### src/rtl/uart_regfile_pkg.sv
package uart_regfile_pkg;
  localparam int unsigned LCR_W    = 8;
  localparam int unsigned DIV_W    = 16;
  localparam int unsigned DLAB_BIT = 7;

  typedef enum logic [2:0] {
    A_DATA = 3'd0,
    A_LCR  = 3'd1,
    A_DIV  = 3'd2,
    A_STAT = 3'd3
  } reg_addr_e;

  // last member is bit 0
  typedef struct packed {
    logic rx_full;
    logic rx_empty;
    logic tx_full;
    logic tx_empty;
  } stat_t;
endpackage

### src/rtl/uart_sync_fifo.sv
module uart_sync_fifo #(
  parameter int unsigned W     = 8,
  parameter int unsigned DEPTH = 8
) (
  input  logic         clk_i,
  input  logic         rst_ni,
  input  logic         push_i,
  input  logic [W-1:0] wdata_i,
  input  logic         pop_i,
  output logic [W-1:0] rdata_o,
  output logic         full_o,
  output logic         empty_o
);
  localparam int unsigned PTR_W = (DEPTH > 1) ? $clog2(DEPTH) : 1;
  localparam int unsigned CNT_W = $clog2(DEPTH + 1);
  localparam logic [PTR_W-1:0] LAST = PTR_W'(DEPTH - 1);

  logic [W-1:0]     mem_q [DEPTH];
  logic [PTR_W-1:0] wr_ptr_q, rd_ptr_q;
  logic [CNT_W-1:0] cnt_q;
  logic             do_push, do_pop;

  assign full_o  = (cnt_q == CNT_W'(DEPTH));
  assign empty_o = (cnt_q == '0);
  // full/empty gate requests: no overflow, no underflow
  assign do_push = push_i & ~full_o;
  assign do_pop  = pop_i & ~empty_o;
  assign rdata_o = empty_o ? '0 : mem_q[rd_ptr_q];

  always_ff @(posedge clk_i) begin
    if (do_push) mem_q[wr_ptr_q] <= wdata_i;
  end

  always_ff @(posedge clk_i or negedge rst_ni) begin
    if (!rst_ni) begin
      wr_ptr_q <= '0;
      rd_ptr_q <= '0;
      cnt_q    <= '0;
    end else begin
      if (do_push) wr_ptr_q <= (wr_ptr_q == LAST) ? '0 : wr_ptr_q + 1'b1;
      if (do_pop)  rd_ptr_q <= (rd_ptr_q == LAST) ? '0 : rd_ptr_q + 1'b1;
      case ({do_push, do_pop})
        2'b10:   cnt_q <= cnt_q + 1'b1;
        2'b01:   cnt_q <= cnt_q - 1'b1;
        default: cnt_q <= cnt_q;
      endcase
    end
  end
endmodule

### src/rtl/uart_cfg_regs.sv
module uart_cfg_regs
  import uart_regfile_pkg::*;
(
  input  logic             clk_i,
  input  logic             rst_ni,
  input  logic             lcr_we_i,
  input  logic             div_lo_we_i,
  input  logic             div_we_i,
  input  logic [DIV_W-1:0] wdata_i,
  output logic [LCR_W-1:0] lcr_o,
  output logic [DIV_W-1:0] div_o
);
  localparam int unsigned LO_W = 8;

  always_ff @(posedge clk_i or negedge rst_ni) begin
    if (!rst_ni) begin
      lcr_o <= '0;
      div_o <= '0;
    end else begin
      if (lcr_we_i) lcr_o <= wdata_i[LCR_W-1:0];
      if (div_we_i)
        div_o <= wdata_i;
      else if (div_lo_we_i)
        div_o[LO_W-1:0] <= wdata_i[LO_W-1:0];
    end
  end
endmodule

### src/rtl/uart_regfile.sv
module uart_regfile
  import uart_regfile_pkg::*;
#(
  parameter int unsigned BUS_W  = 32,
  parameter int unsigned ADDR_W = 3,
  parameter int unsigned DATA_W = 8,
  parameter int unsigned DEPTH  = 8
) (
  input  logic              clk_i,
  input  logic              rst_ni,
  input  logic              req_i,
  input  logic              we_i,
  input  logic [ADDR_W-1:0] addr_i,
  input  logic [BUS_W-1:0]  wdata_i,
  output logic [BUS_W-1:0]  rdata_o,
  input  logic              tx_pop_i,
  output logic [DATA_W-1:0] tx_data_o,
  output logic              tx_empty_o,
  output logic              tx_full_o,
  input  logic              rx_push_i,
  input  logic [DATA_W-1:0] rx_data_i,
  output logic              rx_full_o,
  output logic              rx_empty_o,
  output logic [LCR_W-1:0]  lcr_o,
  output logic [DIV_W-1:0]  divisor_o
);
  logic              wr, rd, dlab;
  logic              hit_data, hit_lcr, hit_div, hit_stat;
  logic              tx_push, rx_pop;
  logic [DATA_W-1:0] rx_head;
  logic [BUS_W-1:0]  rd_next;
  stat_t             stat;

  assign wr       = req_i & we_i;
  assign rd       = req_i & ~we_i;
  assign hit_data = (addr_i == ADDR_W'(A_DATA));
  assign hit_lcr  = (addr_i == ADDR_W'(A_LCR));
  assign hit_div  = (addr_i == ADDR_W'(A_DIV));
  assign hit_stat = (addr_i == ADDR_W'(A_STAT));
  assign dlab     = lcr_o[DLAB_BIT];
  assign tx_push  = wr & hit_data & ~dlab;
  assign rx_pop   = rd & hit_data & ~dlab;

  uart_cfg_regs u_cfg (
    .clk_i      (clk_i),
    .rst_ni     (rst_ni),
    .lcr_we_i   (wr & hit_lcr),
    .div_lo_we_i(wr & hit_data & dlab),
    .div_we_i   (wr & hit_div),
    .wdata_i    (wdata_i[DIV_W-1:0]),
    .lcr_o      (lcr_o),
    .div_o      (divisor_o)
  );

  uart_sync_fifo #(.W(DATA_W), .DEPTH(DEPTH)) u_tx_fifo (
    .clk_i  (clk_i),
    .rst_ni (rst_ni),
    .push_i (tx_push),
    .wdata_i(wdata_i[DATA_W-1:0]),
    .pop_i  (tx_pop_i),
    .rdata_o(tx_data_o),
    .full_o (tx_full_o),
    .empty_o(tx_empty_o)
  );

  uart_sync_fifo #(.W(DATA_W), .DEPTH(DEPTH)) u_rx_fifo (
    .clk_i  (clk_i),
    .rst_ni (rst_ni),
    .push_i (rx_push_i),
    .wdata_i(rx_data_i),
    .pop_i  (rx_pop),
    .rdata_o(rx_head),
    .full_o (rx_full_o),
    .empty_o(rx_empty_o)
  );

  assign stat = '{rx_full: rx_full_o, rx_empty: rx_empty_o,
                  tx_full: tx_full_o, tx_empty: tx_empty_o};

  always_comb begin
    rd_next = '0;
    unique case (1'b1)
      hit_data: rd_next[DATA_W-1:0] = dlab ? divisor_o[DATA_W-1:0] : rx_head;
      hit_lcr:  rd_next[LCR_W-1:0]  = lcr_o;
      hit_div:  rd_next[DIV_W-1:0]  = divisor_o;
      hit_stat: rd_next[$bits(stat_t)-1:0] = stat;
      default:  rd_next = '0;
    endcase
  end

  always_ff @(posedge clk_i or negedge rst_ni) begin
    if (!rst_ni)  rdata_o <= '0;
    else if (rd)  rdata_o <= rd_next;
  end
endmodule

### config.mk
export PLATFORM = sky130hd
export DESIGN_NAME = uart_regfile
export DESIGN_NICKNAME = d
export VERILOG_FILES = /design/src/rtl/uart_regfile_pkg.sv /design/src/rtl/uart_sync_fifo.sv /design/src/rtl/uart_cfg_regs.sv /design/src/rtl/uart_regfile.sv
export SDC_FILE = /design/constraint.sdc
export NUM_CORES = 1
export LEC_CHECK = 0
export ABC_AREA = 1
export BUFFER_PORTS_ARGS = -buffer_cell sky130_fd_sc_hd__buf_2
export CAP_MARGIN = 20
export CORE_UTILIZATION = 54
export CTS_BUF_LIST = sky130_fd_sc_hd__clkbuf_8
export CTS_CLUSTER_SIZE = 12
export DETAILED_ROUTE_END_ITERATION = 16
export GPL_ROUTABILITY_DRIVEN = 0
export PLACE_DENSITY = 0.75
export SYNTH_ARGS = -nofsm -noshare
export SYNTH_HDL_FRONTEND = slang
export SYNTH_HIERARCHICAL = 1
export SYNTH_SLANG_ARGS = --single-unit
### constraint.sdc
create_clock -name clk_i -period 2.1 [get_ports clk_i]
set_clock_uncertainty 0.15 [all_clocks]
set_input_delay 0.42 -clock clk_i [delete_from_list [all_inputs] [get_ports clk_i]]
set_output_delay 0.42 -clock clk_i [all_outputs]
set_load 0.01 [all_outputs]
# --- Yosys cells after proc, flatten, opt, wreduce, memory -nomap -nowiden ---
# Memory sizes are Yosys's and may differ from the RTL's.
# Cells that the tools add are included.
totals:
  ramBits: 128
  n_memories: 2
  input_bits: 49
  out_inout_bits: 68
  reg_bits: 60
op_classes:
  n_eq_ne: 13
  n_bitwise: 19
  reduce_logical: 6
  addsub: 8
  mux: 18
memory_table:
  columns: ["name", "depth", "width", "rd", "rd_ports_with_merged_regs", "wr", "line_no", "text"]
  rows:
  - ["u_rx_fifo.mem_q", 8, 8, 1, 0, 1, "uart_sync_fifo.sv:18", "logic [W-1:0] mem_q [DEPTH];"]
  - ["u_tx_fifo.mem_q", 8, 8, 1, 0, 1, "uart_sync_fifo.sv:18", null]
ops:
  columns: ["operator", "count"]
  rows:
  - ["two-way mux 8 bit", 6]
  - ["case mux 4 bit (2 select lines)", 2]
  - ["case mux 4 bit (4 select lines)", 1]
  - ["bitwise AND 1 bit", 13]
  - ["adder 3 x 1 -> 3 bit, second input constant", 4]
  - ["== test 3 bit, second input constant", 4]
  - ["two-way mux 3 bit", 4]
  - ["case mux 4 bit (3 select lines)", 1]
  - ["adder 4 x 1 -> 4 bit, second input constant", 2]
  - ["== test 4 bit, second input constant", 2]
  - ["zero test 4 bit", 2]
  - ["subtractor 4 x 1 -> 4 bit, second input constant", 2]
  - ["== test 3 x 2 -> 1 bit, second input constant", 2]
  - ["inverter 1 bit", 6]
  - ["nonzero test 2 bit", 3]
  - ["== test 2 x 1 -> 1 bit, second input constant", 2]
  - ["== test 2 bit, second input constant", 2]
  - ["two-way mux 1 bit", 4]
  - ["== test 3 x 1 -> 1 bit, second input constant", 1]
  - ["zero test 3 bit", 1]

# --- Depth between registers and ports, before layout ---
# Gate-level depths: netlist of the first run.
logic_depth:
  ltp_word: 7
  depth_mapped: 16

# --- Cells and area by module ---
# Netlist of the first run, hierarchy kept.
modules_own_cells:
  columns: ["mod", "cells_each", "instances", "seq_area_each_um2", "area_per_inst_um2"]
  rows:
  - ["uart_sync_fifo at u_rx_fifo", 277, 1, 2172.1, 3214.3]
  - ["uart_sync_fifo at u_tx_fifo", 276, 1, 2172.1, 3196.8]
  - ["uart_regfile", 172, 1, 400.4, 1129.8]
  - ["uart_cfg_regs", 100, 1, 600.6, 943.4]

# --- Worst setup path after synthesis of the first run ---
# OpenSTA, ideal clock, no wires.
synth_path:
  path_kind: "input to register"
  from: "input port addr_i[2]"
  to: "register u_tx_fifo.cnt_q[2]"
  setup_ns: 0.129
  stages: 13
  t_required_ns: 1.821
  slack_ns: -0.207
  arrival_time_ns: 2.028
  path_cell_list: "inv_2 > nand2_1 > nor2_2 > inv_1 > nor3_1 > nand2_2 > ha_1 > nor2_1 > nor2_1 > ha_1 > a21oi_1 > xor2_1 > o21ai_0"
synth_via:
  elab_chain_len: 6
  elab_cells_between_ends: 8
  cone_classes: "eq/ne: 2; mux: 1; bitwise: 3; reduce/logical: 2"
synth_lines:
  columns: ["item", "line_no", "text"]
  rows:
  - ["start, declared", "uart_regfile.sv:13", "input logic [ADDR_W-1:0] addr_i,"]
  - ["zero test 3 bit *", "uart_regfile.sv:36", "assign hit_data = (addr_i == ADDR_W'(A_DATA));"]
  - ["bitwise AND 1 bit * (2 in series)", "uart_regfile.sv:41", "assign tx_push = wr & hit_data & ~dlab;"]
  - ["net tx_push", "uart_regfile.sv:29", "logic tx_push, rx_pop;"]
  - ["bitwise AND 1 bit *", "uart_sync_fifo.sv:26", "assign do_push = push_i & ~full_o;"]
  - ["== test 2 x 1 -> 1 bit or == test 2 bit (tied branches)", "uart_sync_fifo.sv:42", "case ({do_push, do_pop})"]
  - ["case mux 4 bit (2 select lines) or nonzero test 2 bit (tied branches)", null, null]
  - ["end signal, assigned", "uart_sync_fifo.sv:43", "2'b10: cnt_q <= cnt_q + 1'b1;"]
  - ["end signal, assigned", "uart_sync_fifo.sv:44", "2'b01: cnt_q <= cnt_q - 1'b1;"]
  - ["end signal, assigned", "uart_sync_fifo.sv:45", "default: cnt_q <= cnt_q;"]
  - ["end, declared", "uart_sync_fifo.sv:20", "logic [CNT_W-1:0] cnt_q;"]
# The timed path passes the listed nets; every way through them passes the cells marked *.
# A chain may end at the register's enable or synchronous reset.

# --- Worst setup path in the final report of the first run ---
layout_path:
  from: "register u_tx_fifo.rd_ptr_q[0]"
  to: "output port tx_data_o[3]"
layout_via:
  elab_chain_len: 2
layout_lines:
  columns: ["item", "line_no", "text"]
  rows:
  - ["start, declared", "uart_sync_fifo.sv:19", "logic [PTR_W-1:0] wr_ptr_q, rd_ptr_q;"]
  - ["start signal, assigned", "uart_sync_fifo.sv:41", "if (do_pop) rd_ptr_q <= (rd_ptr_q == LAST) ? '0 : rd_ptr_q + 1'b1;"]
  - ["memory (8 x 8 bit)", null, null]
  - ["two-way mux 8 bit", "uart_sync_fifo.sv:28", "assign rdata_o = empty_o ? '0 : mem_q[rd_ptr_q];"]
  - ["end, declared", "uart_regfile.sv:17", "output logic [DATA_W-1:0] tx_data_o,"]
# No other way between the ends.

==> metrics.txt, run 1 <==
result of the run finished with violations; violations in the final reports setup timing; timing startpoint of the critical path u_tx_fifo/rd_ptr_q[0]; number of placed instances, taps included about 1100; Leakage Power about 4.4 nW; max-slew violations 0; multi-input combinational cell area about 2700 um^2; core region area around 15000 um^2; FF-to-FF End u_tx_fifo/cnt_q[2]; number of buffers inserted during clock tree synthesis 17; average size of a mapped cell just over 10 um^2; number of unique standard cell types used by synthesis 38; Required @ worst endpoint between 1.5 and 2 ns; initial drt markers around 460; Vias per Instance 5.34; sequential share of the synthesized area 0.630; final non-filler cell total roughly 1200; cells after synthesis roughly 830; number of sinks on the clock net roughly 190; number of buffers on the longest clock path 2; Reg2Reg Setup Slack roughly 0.1 ns; setup-violating endpoint count in the final report 8; cell family with most CP delay flip-flops; height of the die ~130 um; number of nets in the layout a little over 1000; critical path cell sequence buf_6 -> clkinv_8 -> o21ai_1 -> o22ai_1 -> nor2_1 -> nor2_1 -> buf_2; area post-placement 9380 um^2; cell depth of the worst min-delay path 3; ANT cells 0; crit path max-delay cell type sky130_fd_sc_hd__dfrtp_2; DRC Markers 0; H-tree depth reported by CTS 4; initial cell density of the core 0.556; overall power after layout about 12 mW; average routed wire per standard cell roughly 16 um; worst hold slack approximately 0.018 ns; Filler Cells Inserted 1206; Slew @ Worst Pin 0.508 ns; number of antenna violations at the first check in global routing 0; Yosys top cell by area sky130_fd_sc_hd__edfxtp_1; Synth Cell Area about 8500 um^2; Worst Path Max Fanout 9; worst voltage drop across the vdd grid 0.000894 V; design area ~10000 um^2; classification of the worst-slack hold path input port to flop; die area ~16000 um^2; Pwr per Cell Area around 1200 nW/um^2; Boundary Pins between 100 and 150; TritonCTS clock tree built; fraction of post-synthesis cell area in the top cell type by area 0.453; hold wc startpoint wdata_i[9]; startpoint type of the worst setup path flop; shortest clock period the worst path allows after layout about 2.4 ns; global-route track usage on met1 0.319; clock root buffer master sky130_fd_sc_hd__clkbuf_8; most frequent cell on the critical path sky130_fd_sc_hd__nor2_1; die width about 130 um; Fin Setup TNS -1.72 ns; clock-pin slew reported for the worst setup and hold paths after clock tree synthesis between 0.1 and 0.15 ns; maxcap violations 0; Critical R2R Launch u_tx_fifo/cnt_q[0]; least setup slack across all paths after layout -0.254 ns; count of state elements after synthesis 188; count of synthesis-stage warnings from yosys 6; via count 6400; sequential cell area approximately 5300 um^2; RSZ-0062 raised after global routing yes; Max Clk Rate approximately 0.42 GHz; maximum number of pins on one net before global-route repair 61; final period utilization 1.12; global routing usage on met2 0.417; Final Hold Violating Endpoints 0; buffers and inverters on the worst path 3; path type of the worst setup path flop to output pin; type of element capturing the critical path output pin; worst relative slew slack 0.659; global routing usage summed across all routing layers 0.250; Arr. time, crit path between 1.5 and 2 ns; placement row count between 40 and 50; clock latency at the later pin of the worst-skew pair 0.46 ns; endpoint of the worst hold path u_cfg/div_o[9]; worst stage delay on the critical path around 0.46 ns; total gr overflow 0; top cells by area in the synthesized netlist sky130_fd_sc_hd__edfxtp_1 45%, sky130_fd_sc_hd__dfrtp_1 18%, sky130_fd_sc_hd__nand2_1 8.0%; busiest layer in global routing met2; first-pass detailed-route iteration total 5; met3 track demand over resource in global routing 0.0553; r2r worst-path depth 12; # port buffers between 80 and 90; first-pass GRT wire length between 30000 and 40000 um; synth-to-layout area growth 18.5%; share of cells above drive strength 1 0.242; antenna-violating nets left 0; vias in the first global route 6209; aggregate routed wire length a little under 20000 um; Detail Placement HPWL 12800 um
per-stage QoR:
| step | setup WS (ns) | util |
|---|---|---|
| global route | -0.340 | 0.659 |
| global placement | -0.156 | 0.615 |
| finish | -0.254 | 0.659 |
| detailed placement | -0.199 | 0.615 |
| floorplan | -0.00295 | - |
| CTS | -0.247 | 0.654 |
tightest hold or removal path, stage by stage:
cell	delay, ns
sky130_fd_sc_hd__buf_2	0.07
sky130_fd_sc_hd__nand2_1	0.04
sky130_fd_sc_hd__o21ai_0	0.07
cell usage in the layout (no fill, tap or decap), types with 4 or more instances in the layout:
cell type,count
sky130_fd_sc_hd__buf_4,63
sky130_fd_sc_hd__nor2_4,5
sky130_fd_sc_hd__nand2_2,4
sky130_fd_sc_hd__o21ai_0,40
sky130_fd_sc_hd__inv_2,9
sky130_fd_sc_hd__o21ai_1,54
sky130_fd_sc_hd__nand4_1,4
sky130_fd_sc_hd__ha_1,10
sky130_fd_sc_hd__buf_2,84
sky130_fd_sc_hd__nor2_1,138
sky130_fd_sc_hd__o21ai_2,4
sky130_fd_sc_hd__edfxtp_1,128
sky130_fd_sc_hd__clkbuf_8,17
sky130_fd_sc_hd__inv_8,4
sky130_fd_sc_hd__dfrtp_1,57
sky130_fd_sc_hd__o211ai_1,13
sky130_fd_sc_hd__conb_1,16
sky130_fd_sc_hd__o22ai_1,16
sky130_fd_sc_hd__o21bai_1,4
sky130_fd_sc_hd__inv_1,41
sky130_fd_sc_hd__xnor2_1,4
sky130_fd_sc_hd__dlygate4sd3_1,8
sky130_fd_sc_hd__nand3_1,28
sky130_fd_sc_hd__nand2_1,178
state kept, by name (all words and copies together), names as in the netlist, 4 cells and up:
register         flops
u_rx_fifo/mem_q     64
u_tx_fifo/mem_q     64
rdata_o             16
u_cfg/div_o         16
u_cfg/lcr_o          8
u_rx_fifo/cnt_q      4
u_tx_fifo/cnt_q      4
how the worst max path moves through the flow:
stage	to	slack [ns]	depth (start not counted)
6_report	tx_data_o[3]	-0.25	7
5_1_grt	tx_data_o[7]	-0.34	7
4_1_cts	tx_data_o[0]	-0.25	8
3_5_place_dp	u_tx_fifo/cnt_q[2]	-0.20	14
3_3_place_gp	u_tx_fifo/cnt_q[2]	-0.16	14
2_1_floorplan	u_rx_fifo/cnt_q[2]	-0.003	14
cell type report:
cell class / instances / share of cell area
clock inverter: 15 / 0.0159
tap: 211 / 0.0263
timing repair inverter: 3 / 0.00286
timing repair buffer: 160 / 0.104
clock buffer: 17 / 0.0233
multi-input combinational: 549 / 0.271
sequential: 188 / 0.532
inverter: 56 / 0.0253
cell families after synthesis:
group,Yosys count,synth area share
and+or+nand+nor,373,0.178
DFF,188,0.630
AOI/OAI and AO/OA,141,0.0962
buffers and inverters,103,0.0695
adders and majority gates,14,0.0206
xor gates and xnor gates,5,0.00516
other,1,0.000442
cell usage after synthesis (all sizes together):
master	count
xnor2	4
edfxtp	128
o21bai	4
clkbuf	5
nand2	184
nor4	1
o22ai	18
nor3	5
o21ai	98
nand3	30
o211ai	16
dfrtp	60
conb	1
ha	14
nor2	146
buf	42
inv	54
or2	3
nand4	4
a31oi	1
xor2	1
clkinv	2
a21oi	4
report_power, final:
part	switching, mW	internal [mW]
logic	2.91	1.80
clock network	1.37	0.982
registers	0.367	4.49
metal layers:
layer,up-vias,routed length [um],share of wire
li1,3057,-,-
met1,3087,8230,0.43
met2,226,9470,0.49
met3,30,1140,0.059
met4,0,414,0.022
met5,-,0,0
repair_timing:
item / CTS / global route
endpoints found under the hold margin: 67 / 0
buffers inserted: 10 / 1
gates cloned: 3 / 0
gates resized for setup: 18 / 23
hold buffers: 8 / 0
endpoints found under the setup margin: 10 / 13
pin swaps: 3 / 8
(Power assumes the default switching activity.)
==> run 2, diff against run 1 <==
- MAX_ROUTING_LAYER: not set -> met4
- SETUP_SLACK_MARGIN: not set -> 0.5
==> metrics.txt, run 2 (synthesis results as in run 1) <==
number of sinks on the clock net ~190; Leakage Power 5.03 nW; H-tree depth reported by CTS 4; die area about 16000 um^2; number of placed instances, taps included about 1100; least setup slack across all paths after layout -0.315 ns; multi-input combinational cell area between 3000 and 4000 um^2; worst hold slack ~0.064 ns; global routing usage summed across all routing layers 0.284; core region area ~15000 um^2; most common cell after layout, fill and taps aside sky130_fd_sc_hd__nand2_1; die width approximately 130 um; average routed wire per standard cell 18.8 um; sequential cell area 5360 um^2; via count about 7000; Logic pwr share 0.500; antenna-violating nets left 0; Clock power frac 0.162; number of buffers inserted during clock tree synthesis 17; worst stage delay on the critical path approximately 0.47 ns; biggest regs u_rx_fifo/mem_q: 64 flops, u_tx_fifo/mem_q: 64 flops; Required @ worst endpoint around 1.5 ns; worst voltage drop across the vdd grid a little under 0.0009 V; TritonCTS clock tree built; total gr overflow 0; Final Hold Violating Endpoints 0; result of the run finished with violations; violations in the final reports setup timing; aggregate routed wire length 24000 um; Filler Cells Inserted 826; number of buffers on the longest clock path 2; number of antenna violations at the first check in global routing 0; maxcap violations 0; DRC Markers 0; Detail Placement HPWL 12700 um; initial drt markers between 800 and 900; placement row count 45; path type of the worst setup path flop to output pin; clock latency at the later pin of the worst-skew pair about 0.48 ns; maximum number of pins on one net before global-route repair 61; switching part of the total power 0.403; classification of the worst-slack hold path input port to flop; ANT cells 0; first-pass detailed-route iteration total 5; Worst Path Max Fanout 25; clock root buffer master sky130_fd_sc_hd__clkbuf_8; Arr. time, crit path between 1.5 and 2 ns; Boundary Pins ~120; critical path cell sequence buf_12 -> o21ai_0 -> o22ai_1 -> nor2_1 -> nor2_2 -> buf_2; setup slack at placement -0.187 ns; share of cells above drive strength 1 0.417; type of element capturing the critical path output pin; setup-violating endpoint count in the final report 11; power spent charging and discharging nets slightly below 6 mW; Vias per Instance 5.61; Pwr per Cell Area around 1200 nW/um^2; # port buffers 84; max-slew violations 0; number of nets in the layout approximately 1100; final period utilization 1.15; synth-to-layout area growth 39.1%; internal power of the cells 8.70 mW; vias in the first global route 6517; RSZ-0062 raised after global routing yes; clock-pin slew reported for the worst setup and hold paths after clock tree synthesis 0.10 ns; Util after Layout 0.774; Max Clk Rate about 0.41 GHz; top library cells by usage in the layout, fill and taps aside 159 x sky130_fd_sc_hd__nand2_1, 128 x sky130_fd_sc_hd__edfxtp_1, 90 x sky130_fd_sc_hd__buf_4; startpoint type of the worst setup path flop; initial cell density of the core 0.556; crit path max-delay cell type sky130_fd_sc_hd__dfrtp_2; height of the die 127 um; overall power after layout 14.6 mW; first-pass GRT wire length 33500 um; final non-filler cell total roughly 1300; shortest clock period the worst path allows after layout between 2 and 2.5 ns; part of the total power dissipated in sequential elements 0.338
run 2: cell count changes in the layout (fill, tap and decap cells not counted), moves of 10 or more:
cell / before / now
sky130_fd_sc_hd__o21ai_2: 4 / 14
sky130_fd_sc_hd__nand2_1: 178 / 159
sky130_fd_sc_hd__nor2_1: 138 / 82
sky130_fd_sc_hd__inv_1: 41 / 31
sky130_fd_sc_hd__buf_4: 63 / 90
sky130_fd_sc_hd__buf_6: 2 / 47
sky130_fd_sc_hd__nand2_2: 4 / 17
sky130_fd_sc_hd__buf_2: 84 / 71
sky130_fd_sc_hd__nor2_2: 3 / 31
sky130_fd_sc_hd__nor2_4: 5 / 33
run 2: final timing paths:
| kind | startpoint | end | slack [ns] | cells past startpoint |
|---|---|---|---|---|
| min in group asynchronous | rst_ni | u_rx_fifo/wr_ptr_q[0] | 0.32 | 3 |
| min reg2reg | rdata_o[8] | rdata_o[8] | 0.35 | 2 |
| max reg2reg | u_rx_fifo/rd_ptr_q[0] | rdata_o[2] | -0.04 | 12 |
| min | rx_data_i[3] | u_rx_fifo/mem_q[0][3] | 0.06 | 1 |
| max in group asynchronous | rst_ni | u_tx_fifo/cnt_q[0] | 1.16 | 3 |
| max | u_tx_fifo/rd_ptr_q[0] | tx_data_o[3] | -0.31 | 6 |
run 2: final cells by class:
type | instances | share of cell area
tap | 211 | 0.0224
clock inverter | 15 | 0.0133
clock buffer | 17 | 0.0198
sequential | 188 | 0.454
multi-input combinational | 549 | 0.287
timing repair inverter | 1 | 0.000530
timing repair buffer | 239 | 0.177
inverter | 56 | 0.0262
run 2: power groups by stage:
stage	clock (mW)	combinational, mW	sequential (mW)
finish	2.36	7.30	4.92
global route	2.51	7.81	4.96
CTS	2.36	6.12	4.88
detailed placement	0	4.46	4.98
global placement	0	4.31	4.97
floorplan	0	3.14	4.97
run 2: worst max-delay path, delay by kind of cell, from the launching register on:
kind | cells | cell delay (ns)
flip-flops | 1 | 0.47
AO/OA/AOI/OAI | 2 | 0.40
buffers and inverters | 2 | 0.31
AND/OR/NAND/NOR | 2 | 0.19
run 2: layer usage:
layer	track usage	wire, um	up-vias
li1	-	-	3208
met1	0.351	9320	3464
met2	0.455	12100	397
met3	0.0607	1840	83
met4	0.118	809	0
met5	-	0	-
run 2: stage by stage:
step	TNS (ns)	area [um^2]
final	-2.24	11800
after global routing	-3.28	11800
after CTS	-2.14	11100
after detailed placement	-6.91	9490
after global placement	-4.46	9490
after floorplan	0	8810
run 2: repair_timing:
action	4_1_cts	5_1_grt
cloned	5	2
setup endpoints to repair	205	210
resized for setup	154	97
hold endpoints to repair	68	0
buffers inserted	57	37
pin swaps	63	75
hold buffers	9	0
==> run 3, diff against run 2 <==
- RECOVER_POWER: not set -> 100
- SETUP_SLACK_MARGIN: 0.5 -> 0.1
==> metrics.txt, run 3 (synthesis results as in run 1) <==
Fin Setup TNS -1.47 ns; biggest regs u_rx_fifo/mem_q: 64 flops, u_tx_fifo/mem_q: 64 flops; setup-violating endpoint count in the final report 8; synth-to-layout area growth 20.7%; worst voltage drop across the vdd grid between 0.0007 and 0.0008 V; Leakage Power 4.42 nW; die width between 100 and 150 um; crit path max-delay cell type sky130_fd_sc_hd__dfrtp_2; initial cell density of the core 0.556; worst stage delay on the critical path between 0.4 and 0.5 ns; clock latency at the later pin of the worst-skew pair around 0.45 ns; final period utilization 1.10; violations in the final reports setup timing; Final Hold Violating Endpoints 0; hold wc startpoint wdata_i[11]; total gr overflow 0; most frequent cell on the critical path sky130_fd_sc_hd__nor2_1; type of element capturing the critical path output pin; shortest clock period the worst path allows after layout between 2 and 2.5 ns; maximum number of pins on one net before global-route repair 61; number of antenna violations at the first check in global routing 0; number of nets in the layout 1044; Filler Cells Inserted ~1100; first-pass detailed-route iteration total 5; Boundary Pins between 100 and 150; top library cells by usage in the layout, fill and taps aside 175 x sky130_fd_sc_hd__nand2_1, 128 x sky130_fd_sc_hd__edfxtp_1, 120 x sky130_fd_sc_hd__nor2_1; classification of the worst-slack hold path input port to flop; least setup slack across all paths after layout -0.213 ns; startpoint type of the worst setup path flop; Pwr per Cell Area about 1200 nW/um^2; Critical R2R Launch u_rx_fifo/cnt_q[2]; Slew @ Worst Pin around 0.84 ns; max-slew violations 0; clock root buffer master sky130_fd_sc_hd__clkbuf_8; share of cells above drive strength 1 0.248; Required @ worst endpoint 1.53 ns; result of the run finished with violations; highest signal layer in the routed design met4; vias in the first global route around 6000; wl on met1 8320 um; met2 wire length 9050 um; met3 routed wirelength 940 um; core region area 15300 um^2; TritonCTS clock tree built; sequential cell area 5350 um^2; via count 6313; Max Clk Rate between 0.4 and 0.5 GHz; maxcap violations 0; # port buffers 84; most common cell after layout, fill and taps aside sky130_fd_sc_hd__nand2_1; number of buffers inserted during clock tree synthesis 17; die area ~16000 um^2; average routed wire per standard cell 15.4 um; Vias per Instance between 5 and 6; Detail Placement HPWL around 12000 um; Arr. time, crit path about 1.7 ns; ANT cells 0; aggregate routed wire length approximately 19000 um; placement row count 45; overall power after layout 12.1 mW; timing startpoint of the critical path u_tx_fifo/rd_ptr_q[0]; antenna-violating nets left 0; worst relative slew slack 0.438; critical path cell sequence buf_8 -> o21ai_1 -> o22ai_1 -> nor2_1 -> nor2_1 -> buf_2; first-pass GRT wire length roughly 30000 um; Worst Path Max Fanout 17; height of the die around 130 um; multi-input combinational cell area approximately 2800 um^2; clock-pin slew reported for the worst setup and hold paths after clock tree synthesis approximately 0.08 ns; path type of the worst setup path flop to output pin; H-tree depth reported by CTS 4; RSZ-0062 raised after global routing yes; global routing usage summed across all routing layers 0.249; number of sinks on the clock net 188; DRC Markers 0; initial drt markers a little under 600; number of buffers on the longest clock path 2
## run 3: cell types whose count changed in the layout (fill, tap and decap cells not counted), moves of 11 or more
cell,previous run,this run
sky130_fd_sc_hd__buf_4,90,56
sky130_fd_sc_hd__buf_6,47,13
sky130_fd_sc_hd__clkbuf_1,0,21
sky130_fd_sc_hd__inv_1,31,43
sky130_fd_sc_hd__nand2_1,159,175
sky130_fd_sc_hd__nor2_1,82,120
sky130_fd_sc_hd__nor2_2,31,19
sky130_fd_sc_hd__nor2_4,33,7
sky130_fd_sc_hd__o21ai_2,14,3
## run 3: critical path: cells and delay by family (launching register included)
family          cells  cell delay [ns]
compound gates      2             0.29
buf+inv             2             0.32
flops               1             0.49
simple gates        2             0.19
## run 3: timing repair
item	4_1_cts	5_1_grt
pin swaps	5	21
hold endpoints to repair	66	0
endpoints found under the setup margin	19	51
hold buffers	7	0
buffers inserted	9	10
resized for setup	32	55
## run 3: final cells by class
type                    instances  area share
repair buffers                169       0.115
clock inverters                14      0.0129
flip-flops and latches        188       0.522
well taps                     211      0.0258
inverters                      56      0.0258
multi-input cells             549       0.275
clock buffers                  18      0.0242
## run 3: final timing paths
| path | endpoint | slack, ns | depth (start not counted) |
|---|---|---|---|
| max | tx_data_o[2] | -0.21 | 6 |
| min in group asynchronous | u_cfg/div_o[10] | 0.55 | 3 |
| max in group asynchronous | u_rx_fifo/rd_ptr_q[0] | 0.63 | 3 |
| min reg2reg | rdata_o[8] | 0.34 | 2 |
| max reg2reg | u_rx_fifo/mem_q[4][0] | 0.07 | 8 |
| min | u_cfg/div_o[11] | 0.04 | 3 |
## run 3: metal layers
layer  vias to the layer above  global-route usage
met5                         -                   -
met4                         0              0.0826
met3                        26              0.0477
met2                       197               0.395
met1                      3011               0.324
li1                       3079                   -
## run 3: through the flow
stage / utilization / area, um^2 / worst slack, ns / cells / hold slack (ns)
detailed placement: 0.620 / 9450 / -0.284 / 1147 / 0.306
CTS: 0.658 / 10000 / -0.219 / 1195 / 0.00141
floorplan: - / 8650 / 0.000433 / 840 / -0.0256
finish: 0.671 / 10200 / -0.213 / 1205 / 0.0382
global route: 0.671 / 10200 / -0.379 / 1205 / 0.0432
global placement: 0.620 / 9450 / -0.217 / 1147 / 0.304
## run 3: power by group
part           internal, mW  switching (mW)
Combinational          2.01            2.95
Clock                  1.08            1.21
Sequential             4.50           0.387
